$ cat config.mk
export PLATFORM = sky130hd
export DESIGN_NAME = fu_field_unit
export DESIGN_NICKNAME = d
export VERILOG_FILES = /design/src/rtl/fu_pkg.sv /design/src/rtl/fu_desc_store.sv /design/src/rtl/fu_desc_pick.sv /design/src/rtl/fu_funnel.sv /design/src/rtl/fu_merge.sv /design/src/rtl/fu_field_unit.sv
export SDC_FILE = /design/constraint.sdc
export NUM_CORES = 1
export LEC_CHECK = 0
export BUFFER_PORTS_ARGS = -buffer_cell sky130_fd_sc_hd__clkbuf_2
export CAP_MARGIN = 25
export CELL_PAD_IN_SITES_DETAIL_PLACEMENT = 0
export CELL_PAD_IN_SITES_GLOBAL_PLACEMENT = 1
export CORE_ASPECT_RATIO = 1.5
export CORE_MARGIN = 2
export CORE_UTILIZATION = 36
export DETAILED_ROUTE_END_ITERATION = 10
export GPL_ROUTABILITY_DRIVEN = 0
export PLACE_DENSITY = 0.84
export SETUP_SLACK_MARGIN = 0.2
export SYNTH_ARGS = -nofsm -noshare
export SYNTH_HDL_FRONTEND = slang
export SYNTH_SLANG_ARGS = --single-unit
$ cat constraint.sdc
create_clock -name clk -period 2.47 [get_ports clk]
set_clock_uncertainty 0.05 [all_clocks]
set_input_delay 0.247 -clock clk [delete_from_list [all_inputs] [get_ports clk]]
set_output_delay 0.247 -clock clk [all_outputs]
set_load 0.01 [all_outputs]
$ cat src/rtl/fu_pkg.sv
package fu_pkg;
  localparam int FU_INS_BIT  = 15;
  localparam int FU_MASK_LO  = 8;
  localparam int FU_SHIFT_LO = 0;
  localparam int FU_CNT_W    = 6;

  typedef struct packed {
    logic                insert;
    logic [FU_CNT_W-1:0] mwid;
    logic [FU_CNT_W-1:0] shamt;
  } fu_desc_t;
endpackage

$ cat src/rtl/fu_desc_store.sv
module fu_desc_store #(
  parameter int DW = 16
) (
  input  logic          clk,
  input  logic          rst_n,
  input  logic          load,
  input  logic [DW-1:0] load_word,
  output logic [DW-1:0] desc_q
);
  always_ff @(posedge clk or negedge rst_n) begin
    if (!rst_n)
      desc_q <= '0;
    else if (load)
      desc_q <= load_word;
  end
endmodule

$ cat src/rtl/fu_desc_pick.sv
module fu_desc_pick
  import fu_pkg::*;
#(
  parameter int W  = 32,
  parameter int DW = 16
) (
  input  logic          use_imm,
  input  logic [DW-1:0] desc_q,
  input  logic [DW-1:0] imm_desc,
  output fu_desc_t      desc,
  output logic          bad
);
  logic [DW-1:0] chosen;

  function automatic fu_desc_t unpack_desc(input logic [DW-1:0] raw);
    fu_desc_t d;
    d.insert = raw[FU_INS_BIT];
    d.mwid   = raw[FU_MASK_LO +: FU_CNT_W];
    d.shamt  = raw[FU_SHIFT_LO +: FU_CNT_W];
    return d;
  endfunction

  always_comb begin
    chosen = use_imm ? imm_desc : desc_q;
    desc   = unpack_desc(chosen);
    bad    = (desc.shamt > FU_CNT_W'(W)) || (desc.mwid > FU_CNT_W'(W));
  end
endmodule

$ cat src/rtl/fu_funnel.sv
module fu_funnel #(
  parameter int W  = 32,
  parameter int CW = 6
) (
  input  logic [W-1:0]  left_op,
  input  logic [W-1:0]  right_op,
  input  logic [CW-1:0] shamt,
  output logic [W-1:0]  shifted
);
  function automatic logic [W-1:0] funnel_left(input logic [W-1:0] hi,
                                               input logic [W-1:0] lo,
                                               input logic [CW-1:0] n);
    logic [2*W-1:0] pair;
    pair = {hi, lo} << n;
    return pair[2*W-1:W];
  endfunction

  assign shifted = funnel_left(left_op, right_op, shamt);
endmodule

$ cat src/rtl/fu_merge.sv
module fu_merge #(
  parameter int W  = 32,
  parameter int CW = 6
) (
  input  logic [W-1:0]  shifted,
  input  logic [W-1:0]  right_op,
  input  logic          insert,
  input  logic [CW-1:0] mwid,
  input  logic [CW-1:0] shamt,
  input  logic          bad,
  output logic [W-1:0]  field_mask,
  output logic [W-1:0]  keep_mask,
  output logic [W-1:0]  result
);
  logic [W-1:0] shift_mask;

  for (genvar i = 0; i < W; i++) begin : g_mask
    assign field_mask[i] = mwid  > CW'(i);
    assign shift_mask[i] = shamt > CW'(i);
  end

  assign keep_mask = ~(field_mask ^ shift_mask);

  always_comb begin
    result = shifted & field_mask;
    if (insert)
      result = result | (right_op & keep_mask);
    if (bad)
      result = '0;
  end
endmodule

$ cat src/rtl/fu_field_unit.sv
module fu_field_unit
  import fu_pkg::*;
#(
  parameter int W  = 32,
  parameter int DW = 16
) (
  input  logic         clk,
  input  logic         rst_n,
  input  logic [W-1:0] left_op,
  input  logic [W-1:0] right_op,
  input  logic [W-1:0] imm_word,
  input  logic         use_imm,
  input  logic         load_desc,
  input  logic [W-1:0] load_word,
  output logic [W-1:0] result,
  output logic         desc_err
);
  localparam int CW = FU_CNT_W;

  logic [DW-1:0] desc_q;
  fu_desc_t      desc;
  logic          bad;
  logic [W-1:0]  shifted;
  logic [W-1:0]  field_mask;
  logic [W-1:0]  keep_mask;

  fu_desc_store #(.DW(DW)) u_store (
    .clk      (clk),
    .rst_n    (rst_n),
    .load     (load_desc),
    .load_word(load_word[DW-1:0]),
    .desc_q   (desc_q)
  );

  fu_desc_pick #(.W(W), .DW(DW)) u_pick (
    .use_imm (use_imm),
    .desc_q  (desc_q),
    .imm_desc(imm_word[DW-1:0]),
    .desc    (desc),
    .bad     (bad)
  );

  fu_funnel #(.W(W), .CW(CW)) u_funnel (
    .left_op (left_op),
    .right_op(right_op),
    .shamt   (desc.shamt),
    .shifted (shifted)
  );

  fu_merge #(.W(W), .CW(CW)) u_merge (
    .shifted   (shifted),
    .right_op  (right_op),
    .insert    (desc.insert),
    .mwid      (desc.mwid),
    .shamt     (desc.shamt),
    .bad       (bad),
    .field_mask(field_mask),
    .keep_mask (keep_mask),
    .result    (result)
  );

  assign desc_err = bad;
endmodule

==> flow_summary.json <==
{
  "status": "complete, but fails checks",
  "violations": "negative setup slack",
  "syn_inst": 717,
  "fin_crit_ns": 3.311,
  "power_frac_comb_pct": 87.7,
  "grt_usage_pct": 37.34,
  "synth_top_family_by_area": "multiplexers",
  "relSlewSlack_pct": 39.24,
  "htreeDepth": 1,
  "vdd_drop_max_uv": 542.6,
  "critPathLaunchType": "flop",
  "dr.pass1.iters": 7,
  "holdPathEnd": "u_store.desc_q[9]",
  "clock-sinks": 13,
  "syn_to_final_growth_pct": 67.03,
  "critPathArrivalTime_ns": 3.01,
  "largest_reg_flops": 13,
  "r2r_cells": 2,
  "die_height_um": 158.7,
  "final_design_area_no_fill_sq_um": 9590,
  "pin_count": 165,
  "grt_first_pass_wirelength_um": 47550,
  "ys_seq_elements": 13,
  "tightestPinTransition_ns": 0.9080,
  "p_sw_w": 0.002197,
  "cp_max_fo": 7,
  "setup.worst_path.start": "u_store.desc_q[0]",
  "top_register": "u_store.desc_q",
  "cts_buffers": 3,
  "required_ns": 2.17,
  "drt_iter0_drc": 1481,
  "synth_fp_nets": 849,
  "fmax_ghz": 0.3020,
  "ys_warn_count": 0,
  "clockBufferDepth": 2,
  "synth_compound_area_share_pct": 22.88,
  "hold_viol_final": 0,
  "min_path_cells": 2,
  "synthFlopType": "dfrtp_1",
  "hold_slack_ns": 0.1862,
  "rsz0062_at_grt": "true",
  "clock_latency_ns": 0.24,
  "core_sq_um": 15630,
  "synth_edf_count": 0,
  "wl_per_cell_um": 27.41,
  "top_regs": "u_store.desc_q: 13 flops",
  "drc": 0,
  "first_global_vias": 8285,
  "synth_mux_area_share_pct": 43.82,
  "cts_tree": "yes",
  "slew_violations": 0,
  "r2r-end": "u_store.desc_q[10]",
  "ant_nets": 0,
  "tns_ns": -20.51,
  "cp-end-kind": "primary output",
  "n_antenna_cell": 0,
  "clk_pin_slew_ns": 0.04,
  "drive_gt1_share_pct": 57.46,
  "min_path_type": "primary input to flop",
  "async_reset_ff_share_pct": 100.0,
  "p_seq_share_pct": 5.6,
  "avgViaCountPerCell": 6.847,
  "die_w_um": 107.1,
  "die_area_sq_um": 17000,
  "wl_um": 34750,
  "ys_seq_area_share_pct": 5.666,
  "grt_antenna_before_repair": 1,
  "synth_cell_types": 65,
  "power_w": 0.004480,
  "io_buffers": 126,
  "synth-xor-area-share_pct": 4.729,
  "p_leak_nw": 4.184,
  "avgSynthCellArea_sq_um": 8.008,
  "synthAdderAreaFrac_pct": 0,
  "clock_power_share_pct": 6.7,
  "min_from": "load_word[9]",
  "netSwitchingFraction_pct": 49.04,
  "initial_utilization_pct": 36.75,
  "power.internal_w": 0.002283,
  "reg2reg_slack_ns": 1.53,
  "dpl.hpwl_um": 24520,
  "rr_startpoint": "u_store.desc_q[10]",
  "via_count": 8682,
  "grt_max_degree": 28,
  "powerDensity_nw_per_um2": 467.1,
  "netlist_area_sq_um": 5742,
  "num_rows": 56,
  "final.setup.worst_slack_ns": -0.8414,
  "maxCapViolCount": 0,
  "synthSimpleGateAreaFrac_pct": 16.78,
  "setup_viol": 32,
  "cts_root_buf": "clkbuf_16",
  "grt_overflow": 0,
  "nNetsFinal": 1198,
  "finalCritPeriodShare_pct": 134.1,
  "place_area_sq_um": 8516,
  "critical_path_class": "flop to primary output",
  "dp_slack_ns": -0.5615
}
==> worst max-delay path by stage <==
stage | end | slack [ns] | cells after the start
floorplan | result[28] | -0.14 | 11
global placement | result[18] | -0.60 | 11
detailed placement | result[18] | -0.56 | 11
CTS | result[18] | -0.57 | 10
global route | result[11] | -0.87 | 10
finish | result[31] | -0.84 | 11
==> synth_stat cells (4+ instances only) <==
cell,count,area share (%)
a211oi_1,8,1.0
a21oi_1,60,5.2
a22oi_1,10,1.3
a31oi_1,9,0.98
a32o_1,4,0.70
and2_1,5,0.54
and3_1,6,0.65
buf_1,9,0.59
buf_2,16,1.4
buf_4,9,1.2
buf_6,4,0.78
clkbuf_1,22,1.4
dfrtp_1,13,5.7
mux2_2,24,4.7
mux2i_1,111,19
mux4_2,45,18
nand2_1,77,5.0
nand3_1,33,2.9
nor2_1,62,4.1
nor3_1,15,1.3
o21ai_0,44,3.8
o21ai_1,4,0.35
o221ai_1,5,0.76
o22ai_1,14,1.5
o31ai_1,5,0.65
o32ai_1,4,0.61
o41ai_1,4,0.61
xnor2_1,16,2.4
xor2_1,15,2.3
==> cell type report <==
| class | instances | area (sq um) |
|---|---|---|
| Fill cell | 1264 | 6035 |
| Multi-Input combinational cell | 640 | 5897 |
| Timing Repair Buffer | 406 | 3027 |
| Sequential cell | 13 | 325.3 |
| Tap cell | 203 | 254.0 |
| Clock buffer | 3 | 75.07 |
| Inverter | 2 | 7.507 |
| Clock inverter | 1 | 5.005 |
==> power by group through the flow <==
stage,clock network (W),logic [W],registers [W]
floorplan,0,0.00169,0.000253
global placement,0,0.00308,0.000252
detailed placement,0,0.00311,0.000253
CTS,0.000305,0.00341,0.000251
global route,0.000318,0.00403,0.000253
finish,0.000300,0.00393,0.000251
==> cells in the final DEF (no fill, tap or decap), drive strengths merged, types with 3 or more instances in the layout <==
cell type,count
buf,291
clkbuf,117
mux2i,116
nand2,77
nor2,62
a21oi,60
o21ai,48
mux4,45
nand3,33
mux2,26
xnor2,16
xor2,15
nor3,15
o22ai,14
dfrtp,13
a22oi,10
a31oi,9
a211oi,8
and3,6
o221ai,5
and2,5
o31ai,5
o41ai,4
o32ai,4
a32o,4
a221oi,4
nand2b,3
a32oi,3
or3,3
a311oi,3
o21a,3
nor2b,3
a2111oi,3
a2bb2oi,3
==> worst max-delay path: stages (launching register included) <==
cell and delay (ns):
dfrtp_1 0.37, mux2_4 0.31, buf_12 0.16, buf_4 0.15, mux4_2 0.55, buf_6 0.18, mux2i_2 0.22, mux2i_1 0.16
o22a_1 0.19, o31a_1 0.11, a32o_2 0.24, clkbuf_2 0.13
==> per-layer routing <==
metal	wire, um	up-vias	GRT usage, %
li1	-	3500	-
met1	10760	3934	41.35
met2	15440	901	61.90
met3	4596	345	6.713
met4	3941	2	30.86
met5	13	-	0
==> through the flow <==
stage,std cells,utilization (%)
after floorplan,717,-
after global placement,1234,54.50
after detailed placement,1234,54.50
after CTS,1252,58.33
after global routing,1268,61.38
final,1268,61.38
==> repair_timing <==
item,in CTS,in global routing
pin swaps,14,25
hold endpoints to repair,13,0
setup buffers,12,14
resized for setup,80,79
hold buffers,1,0
cloned,1,2
setup endpoints to repair,32,33
==> cells by family after synthesis <==
logic type	count (synthesis)
AOI/OAI and AO/OA	205
xor gates and xnor gates	31
buffers and inverters	64
DFF	13
muxes	187
and+or+nand+nor	217
Note: power is estimated with default switching activity, not from simulation.
